File: config.mk
export PLATFORM = sky130hd
export DESIGN_NAME = axreg_bank
export DESIGN_NICKNAME = d
export VERILOG_FILES = /design/src/rtl/axreg_pkg.sv /design/src/rtl/axreg_decode.sv /design/src/rtl/axreg_wr_chan.sv /design/src/rtl/axreg_rd_chan.sv /design/src/rtl/axreg_bank.sv
export SDC_FILE = /design/constraint.sdc
export NUM_CORES = 1
export LEC_CHECK = 0
export BUFFER_PORTS_ARGS = -buffer_cell sky130_fd_sc_hd__buf_4
export CORE_ASPECT_RATIO = 1.75
export CORE_MARGIN = 8
export CORE_UTILIZATION = 35
export CTS_CLUSTER_SIZE = 12
export DETAILED_ROUTE_END_ITERATION = 8
export SLEW_MARGIN = 40
export SYNTH_ARGS = -nofsm -noshare
export SYNTH_HDL_FRONTEND = slang
export SYNTH_HIERARCHICAL = 1
export SYNTH_SLANG_ARGS = --single-unit
File: constraint.sdc
create_clock -name clk -period 2 [get_ports clk]
set_input_delay 0.1 -clock clk [delete_from_list [all_inputs] [get_ports clk]]
set_output_delay 0.1 -clock clk [all_outputs]
set_load 0.01 [all_outputs]
File: src/rtl/axreg_pkg.sv
package axreg_pkg;

  localparam int unsigned WORD_W = 32;
  localparam int unsigned LANES  = WORD_W / 8;
  localparam int unsigned NSLOT  = 6;

  typedef enum logic [1:0] {
    RSP_OKAY   = 2'b00,
    RSP_EXOKAY = 2'b01,
    RSP_SLVERR = 2'b10,
    RSP_DECERR = 2'b11
  } resp_e;

  // Word slots in address order; the wide register needs two neighbours.
  typedef enum logic [2:0] {
    SL_STAT  = 3'd0,
    SL_CTRL  = 3'd1,
    SL_CMD   = 3'd2,
    SL_WIDE0 = 3'd3,
    SL_WIDE1 = 3'd4,
    SL_CNT   = 3'd5
  } slot_e;

  // Replace the enabled byte lanes of cur with those of upd.
  function automatic logic [WORD_W-1:0] lane_merge(
    input logic [WORD_W-1:0] cur,
    input logic [WORD_W-1:0] upd,
    input logic [LANES-1:0]  be
  );
    logic [WORD_W-1:0] res;
    res = cur;
    for (int i = 0; i < LANES; i++) begin
      if (be[i]) res[i*8 +: 8] = upd[i*8 +: 8];
    end
    return res;
  endfunction

endpackage

File: src/rtl/axreg_decode.sv
module axreg_decode
  import axreg_pkg::*;
#(
  parameter int unsigned       ADDR_W    = 16,
  parameter logic [ADDR_W-1:0] BASE_ADDR = 16'h0400
) (
  input  logic [ADDR_W-1:0] addr,
  output logic              hit,
  output slot_e             slot
);
  localparam logic [ADDR_W-1:0] SPAN = ADDR_W'(NSLOT * 4);

  logic [ADDR_W-1:0] off;

  // Addresses below the base wrap to a large offset and miss the window.
  assign off  = addr - BASE_ADDR;
  assign hit  = (off[1:0] == 2'b00) && (off < SPAN);
  assign slot = slot_e'(off[4:2]);
endmodule

File: src/rtl/axreg_wr_chan.sv
module axreg_wr_chan
  import axreg_pkg::*;
#(
  parameter int unsigned ADDR_W = 16
) (
  input  logic              clk,
  input  logic              rst_n,
  input  logic [ADDR_W-1:0] awaddr,
  input  logic              awvalid,
  output logic              awready,
  input  logic [WORD_W-1:0] wdata,
  input  logic [LANES-1:0]  wstrb,
  input  logic              wvalid,
  output logic              wready,
  output logic [1:0]        bresp,
  output logic              bvalid,
  input  logic              bready,
  input  logic              wr_ok,
  output logic [ADDR_W-1:0] wr_addr,
  output logic [WORD_W-1:0] wr_data,
  output logic [LANES-1:0]  wr_strb,
  output logic              wr_fire
);
  logic aw_full_q, aw_full_d, w_full_q, w_full_d;
  logic aw_rdy_q, w_rdy_q, bvalid_q, bvalid_d;
  logic [1:0] bresp_q, bresp_d;
  logic aw_take, w_take;

  assign aw_take = awvalid & aw_rdy_q;
  assign w_take  = wvalid & w_rdy_q;
  assign wr_fire = aw_full_q & w_full_q & ~bvalid_q;

  always_comb begin
    aw_full_d = aw_full_q;
    w_full_d  = w_full_q;
    bvalid_d  = bvalid_q;
    bresp_d   = bresp_q;
    if (aw_take) aw_full_d = 1'b1;
    if (w_take)  w_full_d  = 1'b1;
    if (wr_fire) begin
      bvalid_d = 1'b1;
      bresp_d  = wr_ok ? RSP_OKAY : RSP_SLVERR;
    end
    if (bvalid_q && bready) begin
      bvalid_d  = 1'b0;
      aw_full_d = 1'b0;
      w_full_d  = 1'b0;
    end
  end

  always_ff @(posedge clk) begin
    if (!rst_n) begin
      aw_full_q <= 1'b0;
      w_full_q  <= 1'b0;
      aw_rdy_q  <= 1'b0;
      w_rdy_q   <= 1'b0;
      bvalid_q  <= 1'b0;
      bresp_q   <= RSP_OKAY;
    end else begin
      aw_full_q <= aw_full_d;
      w_full_q  <= w_full_d;
      aw_rdy_q  <= ~aw_full_d;
      w_rdy_q   <= ~w_full_d;
      bvalid_q  <= bvalid_d;
      bresp_q   <= bresp_d;
    end
  end

  // Payload holders: clock-enabled, no reset needed.
  always_ff @(posedge clk) begin
    if (aw_take) wr_addr <= awaddr;
    if (w_take) begin
      wr_data <= wdata;
      wr_strb <= wstrb;
    end
  end

  assign awready = aw_rdy_q;
  assign wready  = w_rdy_q;
  assign bvalid  = bvalid_q;
  assign bresp   = bresp_q;
endmodule

File: src/rtl/axreg_rd_chan.sv
module axreg_rd_chan
  import axreg_pkg::*;
(
  input  logic              clk,
  input  logic              rst_n,
  input  logic              arvalid,
  output logic              arready,
  output logic [WORD_W-1:0] rdata,
  output logic [1:0]        rresp,
  output logic              rvalid,
  input  logic              rready,
  input  logic              rd_ok,
  input  logic [WORD_W-1:0] rd_word,
  output logic              rd_accept
);
  logic ar_rdy_q, rvalid_q, rvalid_d;
  logic [1:0] rresp_q, rresp_d;

  assign rd_accept = arvalid & ar_rdy_q;

  always_comb begin
    rvalid_d = rvalid_q;
    rresp_d  = rresp_q;
    if (rd_accept) begin
      rvalid_d = 1'b1;
      rresp_d  = rd_ok ? RSP_OKAY : RSP_SLVERR;
    end
    if (rvalid_q && rready) rvalid_d = 1'b0;
  end

  always_ff @(posedge clk) begin
    if (!rst_n) begin
      ar_rdy_q <= 1'b0;
      rvalid_q <= 1'b0;
      rresp_q  <= RSP_OKAY;
    end else begin
      ar_rdy_q <= ~rvalid_d;
      rvalid_q <= rvalid_d;
      rresp_q  <= rresp_d;
    end
  end

  always_ff @(posedge clk) begin
    if (rd_accept) rdata <= rd_ok ? rd_word : '0;
  end

  assign arready = ar_rdy_q;
  assign rvalid  = rvalid_q;
  assign rresp   = rresp_q;
endmodule

File: src/rtl/axreg_bank.sv
module axreg_bank
  import axreg_pkg::*;
#(
  parameter int unsigned       ADDR_W    = 16,
  parameter logic [ADDR_W-1:0] BASE_ADDR = 16'h0400,
  parameter int unsigned       STAT_W    = 32,
  parameter int unsigned       CTRL_W    = 32,
  parameter int unsigned       CMD_W     = 16,
  parameter int unsigned       WIDE_W    = 48,
  parameter int unsigned       CNT_W     = 8,
  parameter logic [CTRL_W-1:0] CTRL_RST  = 32'hA5A5_0001,
  parameter logic [CMD_W-1:0]  CMD_RST   = '0,
  parameter logic [WIDE_W-1:0] WIDE_RST  = 48'h00C3_0000_0042
) (
  input  logic              clk,
  input  logic              rst_n,
  input  logic [ADDR_W-1:0] s_awaddr,
  input  logic [2:0]        s_awprot,
  input  logic              s_awvalid,
  output logic              s_awready,
  input  logic [31:0]       s_wdata,
  input  logic [3:0]        s_wstrb,
  input  logic              s_wvalid,
  output logic              s_wready,
  output logic [1:0]        s_bresp,
  output logic              s_bvalid,
  input  logic              s_bready,
  input  logic [ADDR_W-1:0] s_araddr,
  input  logic [2:0]        s_arprot,
  input  logic              s_arvalid,
  output logic              s_arready,
  output logic [31:0]       s_rdata,
  output logic [1:0]        s_rresp,
  output logic              s_rvalid,
  input  logic              s_rready,
  input  logic [STAT_W-1:0] stat_i,
  input  logic [CNT_W-1:0]  cnt_i,
  output logic              stat_rd_stb_o,
  output logic [CTRL_W-1:0] ctrl_o,
  output logic              ctrl_wr_stb_o,
  output logic [CMD_W-1:0]  cmd_o,
  output logic              cmd_wr_stb_o,
  output logic [WIDE_W-1:0] wide_o
);
  localparam int unsigned WIDE_SLOTS = (WIDE_W + WORD_W - 1) / WORD_W;
  localparam int unsigned PAD_W      = WIDE_SLOTS * WORD_W;

  logic              unused_prot;
  logic              wr_fire, wr_hit, wr_en, rd_accept, rd_hit;
  logic [ADDR_W-1:0] wr_addr;
  logic [WORD_W-1:0] wr_data, rd_word, sel_word, merged;
  logic [LANES-1:0]  wr_strb;
  slot_e             wr_slot, rd_slot;

  logic [CTRL_W-1:0] ctrl_q, ctrl_d;
  logic [CMD_W-1:0]  cmd_q, cmd_d;
  logic [WIDE_W-1:0] wide_q, wide_d;
  logic [PAD_W-1:0]  wide_ext, wide_nx;
  logic              stat_stb_q, ctrl_stb_q, cmd_stb_q;

  assign unused_prot = ^{s_awprot, s_arprot};

  axreg_wr_chan #(.ADDR_W(ADDR_W)) wr_chan_i (
    .clk     (clk),
    .rst_n   (rst_n),
    .awaddr  (s_awaddr),
    .awvalid (s_awvalid),
    .awready (s_awready),
    .wdata   (s_wdata),
    .wstrb   (s_wstrb),
    .wvalid  (s_wvalid),
    .wready  (s_wready),
    .bresp   (s_bresp),
    .bvalid  (s_bvalid),
    .bready  (s_bready),
    .wr_ok   (wr_hit),
    .wr_addr (wr_addr),
    .wr_data (wr_data),
    .wr_strb (wr_strb),
    .wr_fire (wr_fire)
  );

  axreg_rd_chan rd_chan_i (
    .clk       (clk),
    .rst_n     (rst_n),
    .arvalid   (s_arvalid),
    .arready   (s_arready),
    .rdata     (s_rdata),
    .rresp     (s_rresp),
    .rvalid    (s_rvalid),
    .rready    (s_rready),
    .rd_ok     (rd_hit),
    .rd_word   (rd_word),
    .rd_accept (rd_accept)
  );

  axreg_decode #(.ADDR_W(ADDR_W), .BASE_ADDR(BASE_ADDR)) wr_dec_i (
    .addr (wr_addr),
    .hit  (wr_hit),
    .slot (wr_slot)
  );

  axreg_decode #(.ADDR_W(ADDR_W), .BASE_ADDR(BASE_ADDR)) rd_dec_i (
    .addr (s_araddr),
    .hit  (rd_hit),
    .slot (rd_slot)
  );

  assign wide_ext = PAD_W'(wide_q);
  assign wr_en    = wr_fire & wr_hit;

  // Current word behind the write slot, merged with the enabled lanes.
  always_comb begin
    sel_word = '0;
    for (int g = 0; g < WIDE_SLOTS; g++) begin
      if (wr_slot == slot_e'(SL_WIDE0 + g)) sel_word = wide_ext[g*WORD_W +: WORD_W];
    end
    if (wr_slot == SL_CTRL) sel_word = WORD_W'(ctrl_q);
    if (wr_slot == SL_CMD)  sel_word = WORD_W'(cmd_q);
    merged = lane_merge(sel_word, wr_data, wr_strb);
  end

  // Next-state of the writable registers.
  always_comb begin
    ctrl_d  = ctrl_q;
    cmd_d   = cmd_q;
    wide_nx = wide_ext;
    if (wr_en) begin
      if (wr_slot == SL_CTRL) ctrl_d = CTRL_W'(merged);
      if (wr_slot == SL_CMD)  cmd_d  = CMD_W'(merged);
      for (int g = 0; g < WIDE_SLOTS; g++) begin
        if (wr_slot == slot_e'(SL_WIDE0 + g)) wide_nx[g*WORD_W +: WORD_W] = merged;
      end
    end
    wide_d = WIDE_W'(wide_nx);
  end

  // Read word for the slot being accepted; write-only reads zero.
  always_comb begin
    rd_word = '0;
    case (rd_slot)
      SL_STAT:  rd_word = WORD_W'(stat_i);
      SL_CTRL:  rd_word = WORD_W'(ctrl_q);
      SL_CMD:   rd_word = '0;
      SL_WIDE0: rd_word = wide_ext[0 +: WORD_W];
      SL_WIDE1: rd_word = wide_ext[WORD_W +: WORD_W];
      SL_CNT:   rd_word = WORD_W'(cnt_i);
      default:  rd_word = '0;
    endcase
  end

  always_ff @(posedge clk) begin
    if (!rst_n) begin
      ctrl_q     <= CTRL_RST;
      cmd_q      <= CMD_RST;
      wide_q     <= WIDE_RST;
      stat_stb_q <= 1'b0;
      ctrl_stb_q <= 1'b0;
      cmd_stb_q  <= 1'b0;
    end else begin
      if (wr_en) begin
        ctrl_q <= ctrl_d;
        cmd_q  <= cmd_d;
        wide_q <= wide_d;
      end
      stat_stb_q <= rd_accept & rd_hit & (rd_slot == SL_STAT);
      ctrl_stb_q <= wr_en & (wr_slot == SL_CTRL);
      cmd_stb_q  <= wr_en & (wr_slot == SL_CMD);
    end
  end

  assign ctrl_o        = ctrl_q;
  assign cmd_o         = cmd_q;
  assign wide_o        = wide_q;
  assign stat_rd_stb_o = stat_stb_q;
  assign ctrl_wr_stb_o = ctrl_stb_q;
  assign cmd_wr_stb_o  = cmd_stb_q;
endmodule

==> results.yml <==
clocking:
  cts_root_buffer: "clkbuf_16"
  insertion_delay_ns: 0.45
  clk_path_buf_depth: 2
  htree_levels: 4
  clk_pin_slew_worst_paths_ns: 0.07
  cts-buffers-inserted: 17
  clock-sinks: 192
  cts_tree: "yes"
yosys:
  synth.net_count: 950
  synth_top_cell_by_area: "edfxtp_1"
  synth_area_leaders: "edfxtp_1 (29%), dfxtp_1 (25%), a22oi_1 (3.3%)"
  synth_ff_type: "dfxtp_1"
  synth-edff-count: 84
  synth.yosys.seq_area_share_pct: 54.1
  yosysUniqueCellTypes: 59
  ys_async_sr_fraction_pct: 0
  syn_inst: 829
  ys_warn_count: 6
  synth_area_per_cell_um2: 10.4
  synth_area_um2: 8650
  ys_ff_latch: 192
  synth_top_area_share_pct: 29.1
grt:
  grt_antenna_before_repair: 0
  globalRouteOverflowTotal: 0
  grt_pass1_vias: 7662
  grt_first_pass_wirelength_um: 44600
  grt_max_degree: 60
  track_usage_pct: 19.2
detailed_routing:
  drt_iter0_drc: 567
  postRouteAntennaNets: 0
  drt-pass1-iter-count: 5
  route.detailed.drc: 0
  drt_wl_total_um: 30900
  wl_per_cell_um: 21.0
  vias: 7953
  vias_per_cell: 5.41
timing:
  fin_crit_ns: 2.09
  timing.fmax_mhz: 480
  slew_headroom_pct: 53.7
  setup_viol: 50
  rsz0062_at_grt: "true"
  slew_viol_final: 0
  fin_ws_ns: -0.0855
  hold_violations: 0
  hold_slack_ns: 0.0301
  fin_worst_skew_ns: 0.00828
  period_share_pct: 104
  worstMarginPinSlew_ns: 0.694
setup_path:
  critPathKind: "register to register"
  crit_path_max_fanout: 6
  cp_data_required_time_ns: 2.37
  start_kind: "register"
  end_kind: "register"
  arrival_ns: 2.46
finish:
  syn_to_final_growth_pct: 46.9
  final_cells: 1470
  antennaDiodeCount: 0
  nets: 1266
  fin_area_um2: 12700
  drive_gt1_share_pct: 37.8
placement:
  place_hpwl_um: 21500
  placed_cell_area_um2: 10900
  dp_slack_ns: -0.0315
  port_buffers: 252
  place_congestion: 0.851
  post-place-cells: 1354
power:
  p_comb_share_pct: 9.8
  switching_share_pct: 22.9
  power_leakage_nw: 4.99
  peakVddDrop_mv: 0.428
  p_int_mw: 6.59
  netSwitchingPower_mw: 1.96
  p_per_area_nw_per_um2: 672
  pwr-share-seq_pct: 49.6
  clockPowerShare_pct: 40.6
die:
  ios: 261
  core_area_um2: 24400
  die_x_um: 135
  fp.dieH_um: 224
  die_area_um2: 30200
  start_util_pct: 35.4
  num_rows: 76
status:
  status: "finished with violations"
  violations: "negative setup slack"
run:
  cap_violations: 0
hold_path:
  hold_class: "primary input to register"
==> what timing repair did <==
action	4_1_cts	5_1_grt
setup endpoints to repair	30	92
hold endpoints to repair	59	0
hold buffers	60	0
cloned	2	8
buffers inserted	8	8
gates resized for setup	12	61
pin swaps	5	18
==> cells by family after synthesis <==
group                  Yosys count  share of synthesized area, %
buffers and inverters           81                          4.68
muxes                           25                          3.01
DFF                            192                          54.1
other                            2                        0.0868
and+or+nand+nor                258                          16.2
AOI/OAI and AO/OA              271                          21.9
==> per-layer routing <==
layer | track usage (%) | wire length [um]
met5 | 0 | 0
met4 | 9.39 | 1120
met3 | 4.69 | 2270
met2 | 33.9 | 16200
met1 | 20.8 | 11300
==> Yosys cell counts (11+ instances only) <==
cell type and count:
buf_4 13, a31oi_1 36, nor2b_1 20, edfxtp_1 84, a21oi_1 37, nor2_1 47
dfxtp_1 108, nand2_1 68, nand3_1 27, nand4_1 16, o22ai_1 15, and2_2 32
clkbuf_1 29, o21ai_0 52, nor3b_1 11, buf_2 27, o221ai_1 20, o22a_1 13
a22oi_1 38, mux2i_1 17
==> flip-flops by register name (all words and copies together), names as in the netlist, 4 cells and up <==
| name | count |
|---|---|
| wide_o | 48 |
| ctrl_o | 32 |
| rd_chan_i/rdata | 32 |
| wr_chan_i/wr_data | 32 |
| cmd_o | 16 |
| wr_chan_i/wr_addr | 16 |
| wr_chan_i/wr_strb | 4 |
==> metrics by stage <==
step           TNS (ns)  util (%)  total power, mW
2_1_floorplan         0         -             4.69
5_1_grt           -6.93      52.0             8.85
6_report          -1.81      52.0             8.55
3_5_place_dp     -0.207      44.7             5.06
3_3_place_gp          0      44.7             5.05
4_1_cts          -0.471      50.3             8.62
==> area by class of cell <==
class | count | area [um^2]
multi-input combinational | 556 | 3750
clock buffer | 23 | 448
fill | 2236 | 11700
clock inverter | 9 | 135
timing repair buffer | 374 | 3290
inverter | 4 | 15.0
sequential | 192 | 4680
tap | 312 | 390
==> worst paths after layout <==
path / slack (ns) / from / endpoint / depth (start not counted)
max: -0.09 / wr_chan_i/wr_addr[1] / ctrl_o[15] / 9
min: 0.03 / s_arvalid / rd_chan_i/rresp[1] / 3
max reg2reg: -0.09 / wr_chan_i/wr_addr[1] / ctrl_o[15] / 9
min reg2reg: 0.46 / cmd_o[4] / cmd_o[4] / 2
==> cells in the final DEF, fill, tap and decap left out, types with 5 or more instances in the layout <==
cell type	synthesis	final
edfxtp_1	84	84
buf_4	13	281
and2_2	32	33
o21bai_1	8	8
clkbuf_1	29	6
a31oi_1	36	36
nor3b_1	11	8
o221ai_2	7	15
dfxtp_1	108	108
a21oi_1	37	35
a21boi_1	6	5
a22oi_1	38	38
o221a_2	5	5
a41oi_1	7	7
clkbuf_16	0	23
nand2b_1	6	6
nand2_2	0	5
o221ai_1	20	12
dlygate4sd3_1	0	60
a32o_1	8	8
o22a_1	13	13
buf_12	0	13
nor2b_1	20	20
nand3_1	27	21
o22ai_1	15	15
mux2i_1	17	17
mux2_2	8	8
nand3_2	1	6
nor2_1	47	44
buf_6	2	10
o21ai_1	6	17
o21ai_0	52	40
nand2_1	68	62
nand4_1	16	16
==> critical path, stage by stage (launching register included) <==
cell       delay (ns)
edfxtp_1         0.38
nor4b_2          0.29
and4_1           0.28
buf_6            0.11
nand3b_1         0.15
nor2_4           0.24
buf_12           0.16
clkbuf_16        0.14
o21ai_0          0.07
a31oi_1          0.17
==> power groups by stage <==
stage / clock [mW] / sequential, mW / combinational (mW)
finish: 3.47 / 4.24 / 0.836
CTS: 3.55 / 4.24 / 0.833
global placement: 0 / 4.32 / 0.727
global route: 3.70 / 4.25 / 0.901
floorplan: 0 / 4.33 / 0.357
detailed placement: 0 / 4.33 / 0.733
No activity file was read; power rests on OpenSTA's default activity.
